<file path="config.mk">
export PLATFORM = sky130hd
export DESIGN_NAME = nor_cmd_seq
export DESIGN_NICKNAME = d
export VERILOG_FILES = /design/src/rtl/nor_seq_pkg.sv /design/src/rtl/nor_step_gen.sv /design/src/rtl/nor_rd_bank.sv /design/src/rtl/nor_cmd_seq.sv
export SDC_FILE = /design/constraint.sdc
export NUM_CORES = 1
export LEC_CHECK = 0
export ABC_AREA = 1
export BUFFER_PORTS_ARGS = -buffer_cell sky130_fd_sc_hd__buf_2
export CAP_MARGIN = 20
export CELL_PAD_IN_SITES_DETAIL_PLACEMENT = 2
export CELL_PAD_IN_SITES_GLOBAL_PLACEMENT = 2
export CORE_MARGIN = 5
export CORE_UTILIZATION = 30
export CTS_CLUSTER_SIZE = 14
export DETAILED_ROUTE_END_ITERATION = 6
export PLACE_DENSITY_LB_ADDON = 0.15
export SLEW_MARGIN = 10
export SYNTH_ARGS = -nofsm -noshare
export SYNTH_HDL_FRONTEND = slang
export SYNTH_SLANG_ARGS = --single-unit
</file>
<file path="constraint.sdc">
create_clock -name clk_i -period 4.3 [get_ports clk_i]
set_clock_uncertainty 0.05 [all_clocks]
set_input_delay 0 -clock clk_i [delete_from_list [all_inputs] [get_ports clk_i]]
set_output_delay 0 -clock clk_i [all_outputs]
set_load 0.05 [all_outputs]
</file>
<file path="src/rtl/nor_seq_pkg.sv">
package nor_seq_pkg;

    typedef enum logic [2:0] {
        OP_IDREAD = 3'd0,
        OP_RDMODE = 3'd1,
        OP_PROG   = 3'd2,
        OP_BERASE = 3'd3,
        OP_CERASE = 3'd4,
        OP_QUERY  = 3'd5,
        OP_LOCK   = 3'd6,
        OP_UNLOCK = 3'd7
    } seq_op_e;

    typedef enum logic [1:0] {
        ST_RESET = 2'd0,
        ST_READY = 2'd1,
        ST_BUSY  = 2'd2,
        ST_PROT  = 2'd3
    } seq_state_e;

    // Fixed command addresses, in device word units before scaling.
    localparam logic [11:0] CA_FIRST  = 12'h555;
    localparam logic [11:0] CA_SECOND = 12'h2AA;
    localparam logic [11:0] CA_QUERY  = 12'h055;
    localparam logic [11:0] CA_BASE   = 12'h000;

    // Command codes.
    localparam logic [7:0] CD_KEY1   = 8'hAA;
    localparam logic [7:0] CD_KEY2   = 8'h55;
    localparam logic [7:0] CD_IDENT  = 8'h90;
    localparam logic [7:0] CD_PROG   = 8'hA0;
    localparam logic [7:0] CD_ERSET  = 8'h80;
    localparam logic [7:0] CD_BLOCK  = 8'h30;
    localparam logic [7:0] CD_CHIP   = 8'h10;
    localparam logic [7:0] CD_RDMODE = 8'hF0;
    localparam logic [7:0] CD_QUERY  = 8'h98;

    localparam int unsigned N_RD_WORDS = 4;

    function automatic logic [11:0] ident_word_addr(input logic [1:0] slot);
        case (slot)
            2'd0:    return 12'h000;
            2'd1:    return 12'h001;
            2'd2:    return 12'h00E;
            default: return 12'h00F;
        endcase
    endfunction

    function automatic logic [11:0] query_word_addr(input logic [1:0] slot);
        return 12'h010 + {10'd0, slot};
    endfunction

endpackage

</file>
<file path="src/rtl/nor_step_gen.sv">
module nor_step_gen
    import nor_seq_pkg::*;
#(
    parameter int unsigned AW        = 24,
    parameter int unsigned DW        = 16,
    parameter int unsigned BYTE_ADDR = 1,
    parameter int unsigned IDXW      = 3
) (
    input  seq_op_e          op_i,
    input  logic [IDXW-1:0]  idx_i,
    input  logic [AW-1:0]    tgt_addr_i,
    input  logic [DW-1:0]    tgt_data_i,
    output logic             we_o,
    output logic [AW-1:0]    addr_o,
    output logic [DW-1:0]    data_o,
    output logic             last_o,
    output logic [1:0]       slot_o
);

    function automatic logic [AW-1:0] cmd_addr(input logic [11:0] a);
        return AW'(a) << BYTE_ADDR;
    endfunction

    function automatic logic [DW-1:0] cmd_data(input logic [7:0] d);
        return DW'(d);
    endfunction

    logic [1:0] rd_slot;
    assign rd_slot = 2'(idx_i - IDXW'(3));

    always_comb begin
        we_o   = 1'b1;
        addr_o = '0;
        data_o = '0;
        last_o = 1'b0;
        slot_o = 2'd0;
        unique case (op_i)
            OP_IDREAD: begin
                case (idx_i)
                    IDXW'(0): begin addr_o = cmd_addr(CA_FIRST);  data_o = cmd_data(CD_KEY1);  end
                    IDXW'(1): begin addr_o = cmd_addr(CA_SECOND); data_o = cmd_data(CD_KEY2);  end
                    IDXW'(2): begin addr_o = cmd_addr(CA_FIRST);  data_o = cmd_data(CD_IDENT); end
                    default: begin
                        we_o   = 1'b0;
                        slot_o = rd_slot;
                        addr_o = cmd_addr(ident_word_addr(rd_slot));
                        last_o = (rd_slot == 2'd3);
                    end
                endcase
            end
            OP_QUERY: begin
                if (idx_i == IDXW'(0)) begin
                    addr_o = cmd_addr(CA_QUERY);
                    data_o = cmd_data(CD_QUERY);
                end else begin
                    we_o   = 1'b0;
                    slot_o = 2'(idx_i - IDXW'(1));
                    addr_o = cmd_addr(query_word_addr(2'(idx_i - IDXW'(1))));
                    last_o = (idx_i == IDXW'(4));
                end
            end
            OP_RDMODE: begin
                addr_o = cmd_addr(CA_BASE);
                data_o = cmd_data(CD_RDMODE);
                last_o = 1'b1;
            end
            OP_PROG: begin
                case (idx_i)
                    IDXW'(0): begin addr_o = cmd_addr(CA_FIRST);  data_o = cmd_data(CD_KEY1); end
                    IDXW'(1): begin addr_o = cmd_addr(CA_SECOND); data_o = cmd_data(CD_KEY2); end
                    IDXW'(2): begin addr_o = cmd_addr(CA_FIRST);  data_o = cmd_data(CD_PROG); end
                    default: begin
                        addr_o = tgt_addr_i;
                        data_o = tgt_data_i;
                        last_o = 1'b1;
                    end
                endcase
            end
            OP_BERASE, OP_CERASE: begin
                case (idx_i)
                    IDXW'(0), IDXW'(3): begin addr_o = cmd_addr(CA_FIRST);  data_o = cmd_data(CD_KEY1);  end
                    IDXW'(1), IDXW'(4): begin addr_o = cmd_addr(CA_SECOND); data_o = cmd_data(CD_KEY2);  end
                    IDXW'(2):           begin addr_o = cmd_addr(CA_FIRST);  data_o = cmd_data(CD_ERSET); end
                    default: begin
                        last_o = 1'b1;
                        if (op_i == OP_BERASE) begin
                            addr_o = tgt_addr_i;
                            data_o = cmd_data(CD_BLOCK);
                        end else begin
                            addr_o = cmd_addr(CA_FIRST);
                            data_o = cmd_data(CD_CHIP);
                        end
                    end
                endcase
            end
            default: begin
                last_o = 1'b1;
            end
        endcase
    end

endmodule

</file>
<file path="src/rtl/nor_rd_bank.sv">
module nor_rd_bank #(
    parameter int unsigned DW     = 16,
    parameter int unsigned NWORDS = 4,
    localparam int unsigned SW    = (NWORDS > 1) ? $clog2(NWORDS) : 1
) (
    input  logic                 clk_i,
    input  logic                 rst_ni,
    input  logic                 cap_en_i,
    input  logic [SW-1:0]        slot_i,
    input  logic [DW-1:0]        rdata_i,
    output logic [NWORDS*DW-1:0] words_o
);

    for (genvar k = 0; k < NWORDS; k++) begin : g_word
        logic [DW-1:0] word_q;
        always_ff @(posedge clk_i or negedge rst_ni) begin
            if (!rst_ni) begin
                word_q <= '0;
            end else if (cap_en_i && (slot_i == SW'(k))) begin
                word_q <= rdata_i;
            end
        end
        assign words_o[k*DW +: DW] = word_q;
    end

endmodule

</file>
<file path="src/rtl/nor_cmd_seq.sv">
module nor_cmd_seq
    import nor_seq_pkg::*;
#(
    parameter int unsigned AW        = 24,
    parameter int unsigned DW        = 16,
    parameter int unsigned BYTE_ADDR = 1
) (
    input  logic                         clk_i,
    input  logic                         rst_ni,
    input  logic                         req_valid_i,
    input  logic [2:0]                   req_op_i,
    input  logic [AW-1:0]                req_addr_i,
    input  logic [DW-1:0]                req_data_i,
    output logic                         busy_o,
    output logic                         done_o,
    output logic                         err_o,
    output logic                         rej_o,
    output logic [1:0]                   state_o,
    output logic [N_RD_WORDS*DW-1:0]     rd_data_o,
    output logic                         bus_req_o,
    output logic                         bus_we_o,
    output logic [AW-1:0]                bus_addr_o,
    output logic [DW-1:0]                bus_wdata_o,
    input  logic                         bus_ack_i,
    input  logic [DW-1:0]                bus_rdata_i
);

    localparam int unsigned IDXW = 3;

    typedef struct packed {
        seq_state_e      st;
        seq_op_e         op;
        logic [IDXW-1:0] idx;
        logic [AW-1:0]   tgt;
        logic [DW-1:0]   wd;
        logic            prot;
        logic            done;
        logic            err;
        logic            rej;
    } seq_regs_t;

    seq_regs_t r_d, r_q;

    logic          beat_we;
    logic [AW-1:0] beat_addr;
    logic [DW-1:0] beat_data;
    logic          beat_last;
    logic [1:0]    beat_slot;
    logic          in_op;
    logic          beat_fire;

    nor_step_gen #(
        .AW        (AW),
        .DW        (DW),
        .BYTE_ADDR (BYTE_ADDR),
        .IDXW      (IDXW)
    ) u_step (
        .op_i       (r_q.op),
        .idx_i      (r_q.idx),
        .tgt_addr_i (r_q.tgt),
        .tgt_data_i (r_q.wd),
        .we_o       (beat_we),
        .addr_o     (beat_addr),
        .data_o     (beat_data),
        .last_o     (beat_last),
        .slot_o     (beat_slot)
    );

    assign in_op     = (r_q.st == ST_BUSY);
    assign beat_fire = in_op && bus_ack_i;

    nor_rd_bank #(
        .DW     (DW),
        .NWORDS (N_RD_WORDS)
    ) u_rd (
        .clk_i    (clk_i),
        .rst_ni   (rst_ni),
        .cap_en_i (beat_fire && !beat_we),
        .slot_i   (beat_slot),
        .rdata_i  (bus_rdata_i),
        .words_o  (rd_data_o)
    );

    always_comb begin
        seq_op_e new_op;
        logic    modifying;

        r_d      = r_q;
        r_d.done = 1'b0;
        r_d.err  = 1'b0;
        r_d.rej  = 1'b0;
        new_op    = seq_op_e'(req_op_i);
        modifying = (new_op == OP_PROG) || (new_op == OP_BERASE) || (new_op == OP_CERASE);

        if (r_q.st == ST_RESET) begin
            r_d.st = ST_READY;
        end

        if (in_op) begin
            if (req_valid_i) begin
                r_d.rej = 1'b1;
            end
            if (bus_ack_i) begin
                if (beat_last) begin
                    r_d.st   = r_q.prot ? ST_PROT : ST_READY;
                    r_d.done = 1'b1;
                    r_d.idx  = '0;
                end else begin
                    r_d.idx = r_q.idx + IDXW'(1);
                end
            end
        end else if (req_valid_i) begin
            unique case (new_op)
                OP_LOCK: begin
                    r_d.prot = 1'b1;
                    r_d.st   = ST_PROT;
                    r_d.done = 1'b1;
                end
                OP_UNLOCK: begin
                    r_d.prot = 1'b0;
                    r_d.st   = ST_READY;
                    r_d.done = 1'b1;
                end
                default: begin
                    if (modifying && r_q.prot) begin
                        r_d.err = 1'b1;
                    end else begin
                        r_d.st  = ST_BUSY;
                        r_d.op  = new_op;
                        r_d.idx = '0;
                        r_d.tgt = req_addr_i;
                        r_d.wd  = req_data_i;
                    end
                end
            endcase
        end
    end

    always_ff @(posedge clk_i or negedge rst_ni) begin
        if (!rst_ni) begin
            r_q <= '{st: ST_RESET, op: OP_RDMODE, idx: '0, tgt: '0, wd: '0,
                     prot: 1'b0, done: 1'b0, err: 1'b0, rej: 1'b0};
        end else begin
            r_q <= r_d;
        end
    end

    assign busy_o      = in_op;
    assign done_o      = r_q.done;
    assign err_o       = r_q.err;
    assign rej_o       = r_q.rej;
    assign state_o     = r_q.st;
    assign bus_req_o   = in_op;
    assign bus_we_o    = in_op && beat_we;
    assign bus_addr_o  = in_op ? beat_addr : '0;
    assign bus_wdata_o = (in_op && beat_we) ? beat_data : '0;

endmodule

</file>
* After elaboration in Yosys (flattened, before gate mapping)
Cells that the tools add are included.
Storage, ports and cells: bits in registers 116, bits of input ports 63, output and inout bits 112, word-level logic and storage cells 120
Cells by class: $add $sub $neg 4, equal/unequal tests 24, muxes and demuxes 47, bitwise operators 3, reductions and logical operators 29
Operators by type and width (count):
- $pmux W16 S3 | 2
- $pmux W24 S2 | 2
- $pmux W24 S4 | 1
- $pmux W16 S5 | 1
- $mux W51 | 1
- $mux W24 | 2
- $mux W48 | 1
- $mux W46 | 1
- $pmux W13 S2 | 1
- $pmux W8 S3 | 1
- $eq A3 B2 Y1 const B | 6
- $eq A3 B3 Y1 const B | 6
- $mux W16 | 1
- $mux W1 | 14
- $mux W2 | 7
- $mux W13 | 1
- $pmux W2 S2 | 3
- $pmux W4 S3 | 1
- $eq A2 B2 Y1 const B | 5
- $reduce_or A2 Y1 | 5
- $mux W3 | 3
- $logic_and A1 B1 Y1 | 8
- $mux W8 | 1
- $reduce_and A4 Y1 | 2
- other kinds (20) | 31

* Longest topological paths before layout
depth after elaboration 8, depth in mapped cells 12, gate-level depth less buffers 11

* Modules after synthesis
From an unflattened synthesis, not the netlist that was laid out.
Second synthesis, totals: cell total of the unflattened synthesis 832, area, all modules 6259.8 µm²
By module, submodules not included:
- nor_rd_bank | times used 1, cells each 285, area each 2611.3 µm², sequential area each 1601.5 µm²
- nor_cmd_seq | times used 1, cells each 328, area each 2488.6 µm², sequential area each 1302.5 µm²
- nor_step_gen | times used 1, cells each 219, area each 1159.9 µm², sequential area each 0.0 µm²

* Worst setup path before layout
OpenSTA, ideal clock, no wires.
path kind register -> output, start reg r_q[44] (netlist name), end out bus_wdata_o[10], arrival time 2.622 ns, data required time 4.250 ns, slack 1.628 ns, cell stages (with the launch flop) 6, buffers on the path 0, path through dfrtp_1 > inv_1 > ha_1 > nand2_2 > nand3_2 > nor4_1
Between the ends: cells in the longest elaborated chain, start to end 6, elaborated cells on any way between the ends 11, those cells by class eq/ne: 2; mux: 6; reduce/logical: 3
RTL lines:
- start: declaration | line nor_cmd_seq.sv:42 | seq_regs_t r_d, r_q;
- start signal: assignment | line nor_cmd_seq.sv:141 | r_q <= '{st: ST_RESET, op: OP_RDMODE, idx: '0, tgt: '0, wd: '0,
- start signal: assignment | line nor_cmd_seq.sv:144 | r_q <= r_d;
- $eq A3 B1 Y1, or another cell as far along | line nor_step_gen.sv:39, nor_step_gen.sv:68, nor_step_gen.sv:80
- $reduce_or A3 Y1 (no line)
- $mux W1 | line nor_step_gen.sv:39 | case (idx_i)
- $pmux W1 S2 | line nor_step_gen.sv:37 | unique case (op_i)
- $logic_and A1 B1 Y1 | line nor_cmd_seq.sv:156 | assign bus_wdata_o = (in_op && beat_we) ? beat_data : '0;
- $mux W16 * | line nor_cmd_seq.sv:156
- end: declaration | line nor_cmd_seq.sv:23 | output logic [DW-1:0] bus_wdata_o,
Mark *: on every way between the ends. The rest lies on a longest branch, timed or not.

* Final worst setup path
start reg r_q[44] (netlist name), end out bus_addr_o[21]
Between the ends: cells in the longest elaborated chain, start to end 5, elaborated cells on any way between the ends 12, those cells by class eq/ne: 4; mux: 4; reduce/logical: 4
RTL lines:
- $eq A3 B2 Y1, or another cell as far along | line nor_step_gen.sv:80 | case (idx_i)
- $reduce_or A3 Y1 (no line) or $reduce_or A2 Y1 (tied branches)
- $pmux W24 S2, on equally long branches | line nor_step_gen.sv:80, nor_step_gen.sv:68
- $pmux W24 S4 * | line nor_step_gen.sv:37
- $mux W24 * | line nor_cmd_seq.sv:155 | assign bus_addr_o = in_op ? beat_addr : '0;
- end: declaration | line nor_cmd_seq.sv:22 | output logic [AW-1:0] bus_addr_o,
Marked as above.

==> run_summary.xml <==
<?xml version="1.0" encoding="UTF-8"?>
<metrics>
  <group name="clocking">
    <metric name="clk-insertion-delay-late" unit="ns">0.41</metric>
    <metric name="htree_levels" unit="">4</metric>
    <metric name="clkTransAtPathRegs" unit="ns">0.06</metric>
    <metric name="clock_path_buffers" unit="">2</metric>
    <metric name="tritoncts.num_buffers" unit="">17</metric>
    <metric name="post_cts.repair.setup_buffers" unit="">0</metric>
    <metric name="ctsRootBufferMaster" unit="">clkbuf_16</metric>
    <metric name="cts_tree" unit="">done</metric>
    <metric name="clock_sink_count" unit="">116</metric>
  </group>
  <group name="global_routing">
    <metric name="number_of_global_route_vias_before_repair" unit="">6731</metric>
    <metric name="grt_pass1_wl" unit="um">37600</metric>
    <metric name="largest_net_degree_at_the_start_of_global_routing" unit="">61</metric>
    <metric name="grt_antenna_before_repair" unit="">0</metric>
    <metric name="overflow" unit="">0</metric>
    <metric name="globalRouteTotalUtil" unit="%">21.9</metric>
  </group>
  <group name="logic_synthesis">
    <metric name="synthesis.yosys.warnings" unit="">0</metric>
    <metric name="postSynthNetCount" unit="">799</metric>
    <metric name="synth_cells" unit="">731</metric>
    <metric name="synth_area" unit="um2">5560</metric>
    <metric name="seq_area_frac_synth" unit="%">52.2</metric>
    <metric name="distinct_cell_type_count_after_synthesis" unit="">30</metric>
    <metric name="register_bit_total_from_synthesis" unit="">116</metric>
    <metric name="postSynthAreaPerCell" unit="um2">7.61</metric>
  </group>
  <group name="run">
    <metric name="maxCapViolations" unit="">0</metric>
  </group>
  <group name="power">
    <metric name="power.static_leakage" unit="uW">0.00448</metric>
    <metric name="proportion_of_power_drawn_by_combinational_gates" unit="%">47.1</metric>
    <metric name="pwr_density_cell" unit="nW/um2">730</metric>
    <metric name="power_frac_seq" unit="%">29.2</metric>
    <metric name="switching_share" unit="%">50.5</metric>
    <metric name="switchingPower" unit="uW">2850</metric>
    <metric name="vdd_ir_drop_max" unit="mV">0.318</metric>
    <metric name="pwr-share-clk" unit="%">23.7</metric>
    <metric name="internal-power" unit="uW">2800</metric>
  </group>
  <group name="setup_path">
    <metric name="start_kind" unit="">flip-flop</metric>
    <metric name="worstPathRequired" unit="ns">4.25</metric>
    <metric name="r2r_cells" unit="">11</metric>
    <metric name="setup_cp_type" unit="">reg2out</metric>
    <metric name="worstSetupEndpointType" unit="">output pin</metric>
    <metric name="timing.critical_path.arrival" unit="ns">3.38</metric>
    <metric name="worst-path-max-fanout" unit="">13</metric>
  </group>
  <group name="floorplan">
    <metric name="io_pins" unit="">175</metric>
    <metric name="fp.dieArea" unit="um2">21400</metric>
    <metric name="effective_utilization_at_floorplan" unit="%">30.7</metric>
    <metric name="rows" unit="">49</metric>
    <metric name="die-width" unit="um">146</metric>
    <metric name="die_height" unit="um">146</metric>
    <metric name="core_footprint" unit="um2">18100</metric>
  </group>
  <group name="timing">
    <metric name="tns" unit="ns">0</metric>
    <metric name="final_hold_viol_count" unit="">0</metric>
    <metric name="min_period" unit="ns">3.43</metric>
    <metric name="hold-worst-slack" unit="ns">0.0864</metric>
    <metric name="rsz0062_at_grt" unit="">no</metric>
    <metric name="max-slew-margin-rel" unit="%">36.4</metric>
    <metric name="fin_crit_sh" unit="%">79.7</metric>
    <metric name="highest_achievable_clock_rate" unit="MHz">292</metric>
    <metric name="maxSlewViolCount" unit="">0</metric>
    <metric name="tightestPinTransition" unit="ns">0.951</metric>
    <metric name="final_number_of_setup_violating_endpoints" unit="">0</metric>
  </group>
  <group name="hold_path">
    <metric name="hold_depth" unit="">5</metric>
    <metric name="hp-class" unit="">in2reg</metric>
  </group>
  <group name="detailed_routing">
    <metric name="drc" unit="">0</metric>
    <metric name="totalWireLength" unit="um">23100</metric>
    <metric name="vias" unit="">5856</metric>
    <metric name="wl_per_cell" unit="um">19.2</metric>
    <metric name="detailedRoute.firstIterationViolations" unit="">240</metric>
    <metric name="post_drt_via_cell_ratio" unit="">4.88</metric>
    <metric name="ant_nets" unit="">0</metric>
    <metric name="drt-pass1-iter-count" unit="">4</metric>
  </group>
  <group name="layout">
    <metric name="layout.cells.most_common_list" unit="">337 x nand2_1, 173 x buf_2, 115 x dfrtp_1</metric>
    <metric name="antenna_cells" unit="">0</metric>
    <metric name="final_nets" unit="">1027</metric>
    <metric name="layout-drive-gt1-share" unit="%">23.2</metric>
    <metric name="final_common_cell" unit="">nand2_1</metric>
    <metric name="area.growth.synth_to_final" unit="%">39.4</metric>
  </group>
  <group name="placed_design">
    <metric name="final_weighted_congestion_of_routability_driven_global_placement" unit="">0.848</metric>
    <metric name="dpl.hpwl" unit="um">15800</metric>
    <metric name="numPortBuffers" unit="">174</metric>
  </group>
  <group name="run_status">
    <metric name="status" unit="">finished clean</metric>
  </group>
</metrics>
[cell families (layout without fill, tap and decap cells)]
group	Yosys count	count (layout)	share of synthesized area, %
simple gates	468	468	34.3
buf+inv	72	312	5.56
flops	116	116	52.2
fa+ha+maj	5	5	1.13
compound gates	70	70	6.82
[flip-flops by register name, summed over array words and instances (netlist names)]
name and flops:
r_q 47, done_o 1, u_rd.g_word.word_q 64, err_o 1
state_o 2, rej_o 1
[timing repair]
item / in CTS / in global routing
hold buffers: 61 / 0
resized for setup: 0 / 0
endpoints found under the hold margin: 171 / 0
[path summary, 6_finish.rpt]
kind	start	endpoint	slack, ns
worst min-delay path	bus_ack_i	state_o[0]$_DFF_PN0_	0.09
worst max-delay path	r_q[44]$_DFFE_PN0P_	bus_addr_o[21]	0.87
min in group asynchronous	rst_ni	r_q[26]$_DFFE_PN0P_	0.15
max in group asynchronous	rst_ni	u_rd.g_word[2].word_q[5]$_DFFE_PN0P_	2.78
worst min register to register	u_rd.g_word[1].word_q[10]$_DFFE_PN0P_	u_rd.g_word[1].word_q[10]$_DFFE_PN0P_	0.42
worst max register to register	r_q[44]$_DFFE_PN0P_	u_rd.g_word[1].word_q[0]$_DFFE_PN0P_	1.29
[routing by layer]
metal  share of wire [%]  wire length, um  track usage (%)  vias to the layer above
met2                  52            12000             39.6                      124
li1                    -                -                -                     2772
met4                 1.2              272             5.22                        0
met1                  43             9880             26.5                     2941
met5                   0                0                0                        -
met3                 4.0              923             4.93                       19
[cells in the mapped netlist, drive strengths merged]
| master | count | area share (%) |
|---|---|---|
| nand3 | 54 | 5.0 |
| a31oi | 1 | 0.11 |
| clkinv | 1 | 0.067 |
| inv | 41 | 2.8 |
| and3 | 13 | 1.5 |
| nor3 | 5 | 0.45 |
| clkbuf | 16 | 1.1 |
| dfstp | 1 | 0.47 |
| a31o | 1 | 0.16 |
| nand2 | 341 | 23 |
| ha | 5 | 1.1 |
| o22ai | 2 | 0.22 |
| dfrtp | 115 | 52 |
| o211ai | 3 | 0.41 |
| nor4 | 1 | 0.11 |
| a21oi | 18 | 1.6 |
| o21a | 1 | 0.14 |
| buf | 14 | 1.6 |
| nand4 | 2 | 0.22 |
| nor2 | 52 | 3.8 |
| o21ai | 44 | 4.2 |
[layout make-up]
class	instances	area, um2
tap	229	287
fill	2048	10300
timing repair buffer	239	1510
clock buffer	19	433
multi-input combinational	543	2350
clock inverter	12	108
inverter	42	158
sequential	116	2900
[critical path, cell delays in order, from the launching register on]
cell	delay, ns
dfrtp_1	0.44
inv_1	0.15
ha_1	0.27
nand2_2	0.22
nand3_1	0.21
nor2_1	0.25
nand2_1	0.26
o21ai_1	0.57
and3_1	0.32
buf_2	0.28
[through the flow]
step           total power (uW)  std cells  worst slack, ns  utilization, %  area, um2
3_3_place_gp               4150       1108             1.46            36.5       6600
6_report                   5650       1200            0.875            42.9       7750
2_1_floorplan              3470        731             1.63               -       5560
4_1_cts                    5670       1200            0.889            42.9       7750
3_5_place_dp               4260       1108             1.26            36.5       6600
5_1_grt                    5990       1200            0.632            42.9       7750
[power groups by stage]
stage / clock network (uW) / logic (uW) / registers, uW
finish: 1340 / 2660 / 1650
global route: 1410 / 2890 / 1690
global placement: 0 / 2520 / 1630
floorplan: 0 / 1490 / 1980
CTS: 1360 / 2670 / 1640
detailed placement: 0 / 2600 / 1650
(Power assumes the default switching activity.)
